===== config.mk =====
export PLATFORM = sky130hd
export DESIGN_NAME = wdt_keyseq
export DESIGN_NICKNAME = d
export VERILOG_FILES = /design/src/rtl/wdt_keyseq_pkg.sv /design/src/rtl/wdt_cfg_regs.sv /design/src/rtl/wdt_counter.sv /design/src/rtl/wdt_key_fsm.sv /design/src/rtl/wdt_keyseq.sv
export SDC_FILE = /design/constraint.sdc
export NUM_CORES = 1
export LEC_CHECK = 0
export ABC_AREA = 1
export BUFFER_PORTS_ARGS = -buffer_cell sky130_fd_sc_hd__buf_2
export CAP_MARGIN = 20
export CORE_MARGIN = 4
export CORE_UTILIZATION = 65
export DETAILED_ROUTE_END_ITERATION = 8
export PLACE_DENSITY = 0.83
export SETUP_SLACK_MARGIN = 0.4
export SYNTH_ARGS = -nofsm -noshare
export SYNTH_HDL_FRONTEND = slang
export SYNTH_HIERARCHICAL = 1
export SYNTH_SLANG_ARGS = --single-unit

===== constraint.sdc =====
create_clock -name clk -period 6 [get_ports clk]
set_input_delay 0.6 -clock clk [delete_from_list [all_inputs] [get_ports clk]]
set_output_delay 0.6 -clock clk [all_outputs]
set_load 0.02 [all_outputs]

===== src/rtl/wdt_keyseq_pkg.sv =====
package wdt_keyseq_pkg;
  localparam int DATA_W  = 32;
  localparam int ADDR_W  = 3;
  localparam int KEY_W   = 16;
  localparam int KEY_LSB = 16;
  localparam int EN_BIT  = 14;
  localparam int RUN_LO_BIT = 8;
  localparam int RUN_HI_BIT = 9;

  localparam logic [ADDR_W-1:0] A_CFG    = 3'd0;
  localparam logic [ADDR_W-1:0] A_CNT_LO = 3'd1;
  localparam logic [ADDR_W-1:0] A_CNT_HI = 3'd2;
  localparam logic [ADDR_W-1:0] A_PER_LO = 3'd3;
  localparam logic [ADDR_W-1:0] A_PER_HI = 3'd4;
  localparam logic [ADDR_W-1:0] A_CTL    = 3'd5;

  localparam logic [1:0] MODE_WDOG = 2'd2;

  typedef enum logic [1:0] {ST_OFF, ST_PRE, ST_ACT, ST_TRIP} wd_state_e;
  typedef enum logic [1:0] {KEY_ARM, KEY_COMMIT, KEY_BAD} key_kind_e;

  function automatic key_kind_e classify_key(input logic [KEY_W-1:0] k,
                                             input logic [KEY_W-1:0] arm,
                                             input logic [KEY_W-1:0] commit);
    if (k == arm)         return KEY_ARM;
    else if (k == commit) return KEY_COMMIT;
    else                  return KEY_BAD;
  endfunction

  function automatic logic cfg_counts(input logic [1:0] mode,
                                      input logic run_lo, input logic run_hi);
    return (mode == MODE_WDOG) && run_lo && run_hi;
  endfunction
endpackage


===== src/rtl/wdt_cfg_regs.sv =====
module wdt_cfg_regs
  import wdt_keyseq_pkg::*;
#(
  parameter int HALF_W = 32
) (
  input  logic                  clk,
  input  logic                  rst_n,
  input  logic                  wr_en,
  input  logic [ADDR_W-1:0]     wr_addr,
  input  logic [DATA_W-1:0]     wr_data,
  output logic                  cfg_run,
  output logic [2*HALF_W-1:0]   period,
  output logic                  ld_lo,
  output logic                  ld_hi,
  output logic                  ctl_wr
);
  logic [1:0] mode_q;
  logic       run_lo_q, run_hi_q;
  logic       unused_data;

  assign unused_data = ^wr_data;

  always_ff @(posedge clk) begin
    if (!rst_n) begin
      mode_q   <= '0;
      run_lo_q <= 1'b0;
      run_hi_q <= 1'b0;
    end else if (wr_en && wr_addr == A_CFG) begin
      mode_q   <= wr_data[1:0];
      run_lo_q <= wr_data[RUN_LO_BIT];
      run_hi_q <= wr_data[RUN_HI_BIT];
    end
  end

  // one period register per half
  for (genvar h = 0; h < 2; h++) begin : g_per
    localparam logic [ADDR_W-1:0] MY_ADDR = (h == 0) ? A_PER_LO : A_PER_HI;
    always_ff @(posedge clk) begin
      if (!rst_n)
        period[h*HALF_W +: HALF_W] <= '0;
      else if (wr_en && wr_addr == MY_ADDR)
        period[h*HALF_W +: HALF_W] <= wr_data[HALF_W-1:0];
    end
  end

  assign cfg_run = cfg_counts(mode_q, run_lo_q, run_hi_q);
  assign ld_lo   = wr_en && (wr_addr == A_CNT_LO);
  assign ld_hi   = wr_en && (wr_addr == A_CNT_HI);
  assign ctl_wr  = wr_en && (wr_addr == A_CTL);
endmodule


===== src/rtl/wdt_counter.sv =====
module wdt_counter #(
  parameter int HALF_W = 32
) (
  input  logic                clk,
  input  logic                rst_n,
  input  logic                run,
  input  logic                clear,
  input  logic                ld_lo,
  input  logic                ld_hi,
  input  logic [HALF_W-1:0]   ld_val,
  output logic [2*HALF_W-1:0] cnt
);
  localparam int CNT_W = 2 * HALF_W;

  logic [CNT_W-1:0] nxt;

  // priority: clear, then a half load, then the increment
  always_comb begin
    nxt = cnt;
    if (clear)      nxt = '0;
    else if (ld_lo) nxt = {cnt[CNT_W-1:HALF_W], ld_val};
    else if (ld_hi) nxt = {ld_val, cnt[HALF_W-1:0]};
    else if (run)   nxt = cnt + CNT_W'(1);
  end

  always_ff @(posedge clk) begin
    if (!rst_n) cnt <= '0;
    else        cnt <= nxt;
  end
endmodule


===== src/rtl/wdt_key_fsm.sv =====
module wdt_key_fsm
  import wdt_keyseq_pkg::*;
#(
  parameter logic [15:0] ARM_KEY    = 16'hA5C6,
  parameter logic [15:0] COMMIT_KEY = 16'hDA7E
) (
  input  logic              clk,
  input  logic              rst_n,
  input  logic              ctl_wr,
  input  logic [DATA_W-1:0] ctl_data,
  input  logic              match,
  output wd_state_e         state,
  output logic              ev_service,
  output logic              ev_bad,
  output logic              ev_match,
  output logic              rst_req
);
  key_kind_e kind;
  wd_state_e nstate;
  logic      armed_q;
  logic      en_bit;
  logic      fire;
  logic      unused_ctl;

  assign unused_ctl = ^ctl_data;
  assign kind   = classify_key(ctl_data[KEY_LSB +: KEY_W], ARM_KEY, COMMIT_KEY);
  assign en_bit = ctl_data[EN_BIT];

  assign ev_bad     = (state == ST_ACT) && ctl_wr && (kind == KEY_BAD);
  assign ev_match   = (state == ST_ACT) && match;
  assign ev_service = (state == ST_ACT) && ctl_wr && (kind == KEY_COMMIT) && armed_q;
  assign fire       = ev_bad || ev_match;

  always_comb begin
    nstate = state;
    unique case (state)
      ST_OFF:  if (ctl_wr && en_bit && kind == KEY_ARM) nstate = ST_PRE;
      ST_PRE:  if (ctl_wr && kind == KEY_COMMIT)        nstate = ST_ACT;
      ST_ACT:  if (fire)                                nstate = ST_TRIP;
      ST_TRIP: nstate = ST_TRIP;
      default: nstate = ST_OFF;
    endcase
  end

  always_ff @(posedge clk) begin
    if (!rst_n) begin
      state   <= ST_OFF;
      armed_q <= 1'b0;
      rst_req <= 1'b0;
    end else begin
      state   <= nstate;
      rst_req <= fire;
      if (state == ST_ACT && ctl_wr) begin
        if (kind == KEY_ARM)         armed_q <= 1'b1;
        else if (kind == KEY_COMMIT) armed_q <= 1'b0;
      end
    end
  end
endmodule


===== src/rtl/wdt_keyseq.sv =====
module wdt_keyseq
  import wdt_keyseq_pkg::*;
#(
  parameter int          HALF_W     = 32,
  parameter logic [15:0] ARM_KEY    = 16'hA5C6,
  parameter logic [15:0] COMMIT_KEY = 16'hDA7E
) (
  input  logic              clk,
  input  logic              rst_n,
  input  logic              wr_en,
  input  logic [2:0]        wr_addr,
  input  logic [31:0]       wr_data,
  output logic              rst_req
);
  localparam int CNT_W = 2 * HALF_W;

  logic             cfg_run, ld_lo, ld_hi, ctl_wr;
  logic [CNT_W-1:0] period, cnt;
  wd_state_e        st;
  logic             ev_service, ev_bad, ev_match;
  logic             run_eff, match;

  wdt_cfg_regs #(.HALF_W(HALF_W)) u_regs (
    .clk(clk), .rst_n(rst_n), .wr_en(wr_en), .wr_addr(wr_addr), .wr_data(wr_data),
    .cfg_run(cfg_run), .period(period), .ld_lo(ld_lo), .ld_hi(ld_hi), .ctl_wr(ctl_wr)
  );

  assign run_eff = cfg_run && (st != ST_TRIP);
  assign match   = (cnt == period);

  wdt_counter #(.HALF_W(HALF_W)) u_cnt (
    .clk(clk), .rst_n(rst_n), .run(run_eff), .clear(ev_service),
    .ld_lo(ld_lo && st != ST_TRIP), .ld_hi(ld_hi && st != ST_TRIP),
    .ld_val(wr_data[HALF_W-1:0]), .cnt(cnt)
  );

  wdt_key_fsm #(.ARM_KEY(ARM_KEY), .COMMIT_KEY(COMMIT_KEY)) u_fsm (
    .clk(clk), .rst_n(rst_n), .ctl_wr(ctl_wr), .ctl_data(wr_data), .match(match),
    .state(st), .ev_service(ev_service), .ev_bad(ev_bad), .ev_match(ev_match),
    .rst_req(rst_req)
  );
endmodule


==> summary.md <==
| Metric | Value |
|---|---|
| Status | finished clean |
| Die X | 126 um |
| Most frequent cells in the layout | nand2_1, nor2_1, inv_1 |
| Kind of critical path | input port to flip-flop |
| Highest Signal Layer | met4 |
| Worst Hold Depth | 2 |
| Gp weighted congestion | 1.01 |
| M1 wire length | 12500 um |
| Slew HR | 0.350 |
| Antenna violations before repair | 0 |
| Final WL | 31400 um |
| Placed cell count | 1703 |
| Ys Warns | 6 |
| Maximum VDD drop | 0.000224 V |
| CP max stage delay | 0.70 ns |
| Final Util | 0.737 |
| CP max-delay cell | inv_2 |
| Vias per cell | 5.83 |
| Global-route wire length before repair | 48700 um |
| # DRC | 0 |
| Largest net degree at the start of global routing | 73 |
| Worst EP required | 6.31 ns |
| Worst EP arrival | 3.82 ns |
| GRT Resource Usage Total | 0.390 |
| CTS Sinks | 136 |
| Register area | 0.00272 mm^2 |
| Mean routed wirelength per cell | 18.1 um |
| Vias in the first global route | 8888 |
| ANT cells | 0 |
| Synthesized area per cell | 5.91 um^2 |
| Crit path capture type | flip-flop |
| Final hold vios | 0 |
| Design area | 0.00992 mm^2 |
| ANT nets after route | 0 |
| CP Max Fanout | 56 |
| # fillers | 1132 |
| Syn Inst Count | 1535 |
| Clock-pin transition on the worst setup and hold timing paths | 0.06 ns |
| Setup_tns | 0 ns |
| Clk root buf | clkbuf_16 |
| Min Tclk post-route | 3.51 ns |
| Met2 wire length | 14000 um |
| Non-Filler Instances | 1734 |
| TritonCTS clock tree | done |
| P&R area growth vs syn | 9.40% |
| Met3 Wirelength | 3410 um |
| Max-cap viol count | 0 |
| Final period util | 0.584 |
| Num rows | 42 |
| Hold Crit Class | flip-flop to flip-flop |
| Total grt overflow | 0 |
| Worst setup SP type | input port |
| Post-Syn Area | 0.00907 mm^2 |
| CTS hold repair buffers | 0 |
| Via count | 10.1k |
| DIE AREA | 0.0159 mm^2 |
| PostCTS Resize Cnt | 0 |
| Setup Skew | 0.00631 ns |
| Area post-placement | 0.00926 mm^2 |
| Post CTS Setup Buffer Count | 0 |
| Worst skew pair latency | 0.42 ns |
| I/O pin total | 39 |
| Pwr dens | 237 mW/mm^2 |
| Initial Utilization | 0.674 |
| Footprint of the multi-input gates | 0.00551 mm^2 |
| Static Leak | 4.21 nW |
| RSZ-0062 raised after global routing | false |
| CTS Buf Count | 17 |
| Crit-path cells | buf_2 > inv_1 > nand2_1 > nor3_1 > a21boi_1 > buf_4 > inv_2 > nand2_2 > inv_1 > nor2_2 > nor2_2 > nand3_2 > o21ai_0 > nand2_1 > nor2_1 > nor2_1 |
| Nets | 1586 |
| CTS Buffer Depth | 2 |
| Endpoints failing setup | 0 |
| # port buffers | 38 |
| Reg2Reg Depth | 12 |
| HPWL after DPL | 22500 um |
| Highest Clock Rate | 0.285 GHz |
| Die Span Y | 126 um |
| Share of layout cells above drive strength 1 | 0.0873 |
| Post-Place Setup Slack | 2.12 ns |
| Post-Syn Nets | 1574 |
| Slew Limit Fails | 0 |
| Core area | 0.0135 mm^2 |
| H-Tree Depth | 4 |
| Drt pass-1 iters | 8 |
| Most common cell after layout, fill and taps aside | nand2_1 |
| Post-route setup slack | 2.49 ns |
| Slew at the pin closest to its max-slew limit | 0.973 ns |
| DRT iter0 DRCs | 1358 |
## area by class of cell
class / instances / share of cell area
clock buffer: 24 / 0.0516
clock inverter: 6 / 0.0138
inverter: 150 / 0.0568
multi-input combinational: 1196 / 0.555
sequential: 136 / 0.275
tap: 176 / 0.0222
timing repair buffer: 46 / 0.0260
## path summary, 6_finish.rpt
kind	start	to	slack (ns)
worst min register to register	u_regs/run_lo_q	u_regs/run_lo_q	0.49
worst min-delay path	u_regs/run_lo_q	u_regs/run_lo_q	0.49
worst max-delay path	wr_addr[2]	u_cnt/cnt[11]	2.49
worst max register to register	u_fsm/state[1]	u_cnt/cnt[11]	2.65
## sequential cells by signal, indices dropped and copies added, names as in the netlist
register         cells
u_regs/period       64
u_cnt/cnt           64
u_regs/run_lo_q      1
u_fsm/state          2
u_fsm/rst_req        1
u_fsm/armed_q        1
u_regs/mode_q        2
u_regs/run_hi_q      1
## critical path, delay by kind of cell
kind            cells  cell delay (ns)
buf+inv             5             1.61
simple gates        9             1.28
compound gates      2             0.30
## per-layer routing
metal	global-route usage	vias up
li1	-	4810
met1	0.524	4575
met2	0.616	616
met3	0.0669	113
met4	0.175	0
met5	0	-
## per-stage QoR
step / hold WS (ns) / total power [mW]
2_1_floorplan: 0.431 / 1.12
3_5_place_dp: 0.454 / 1.20
5_1_grt: 0.509 / 2.42
3_3_place_gp: 0.443 / 1.19
4_1_cts: 0.477 / 2.34
6_report: 0.493 / 2.35
## report_power, final
part | switching (mW) | total, mW | internal (mW)
logic | 0.165 | 0.239 | 0.0746
clock network | 0.399 | 1.16 | 0.759
registers | 0.0266 | 0.954 | 0.927
total | 0.590 | 2.35 | 1.76
No activity file was read; power rests on OpenSTA's default activity.
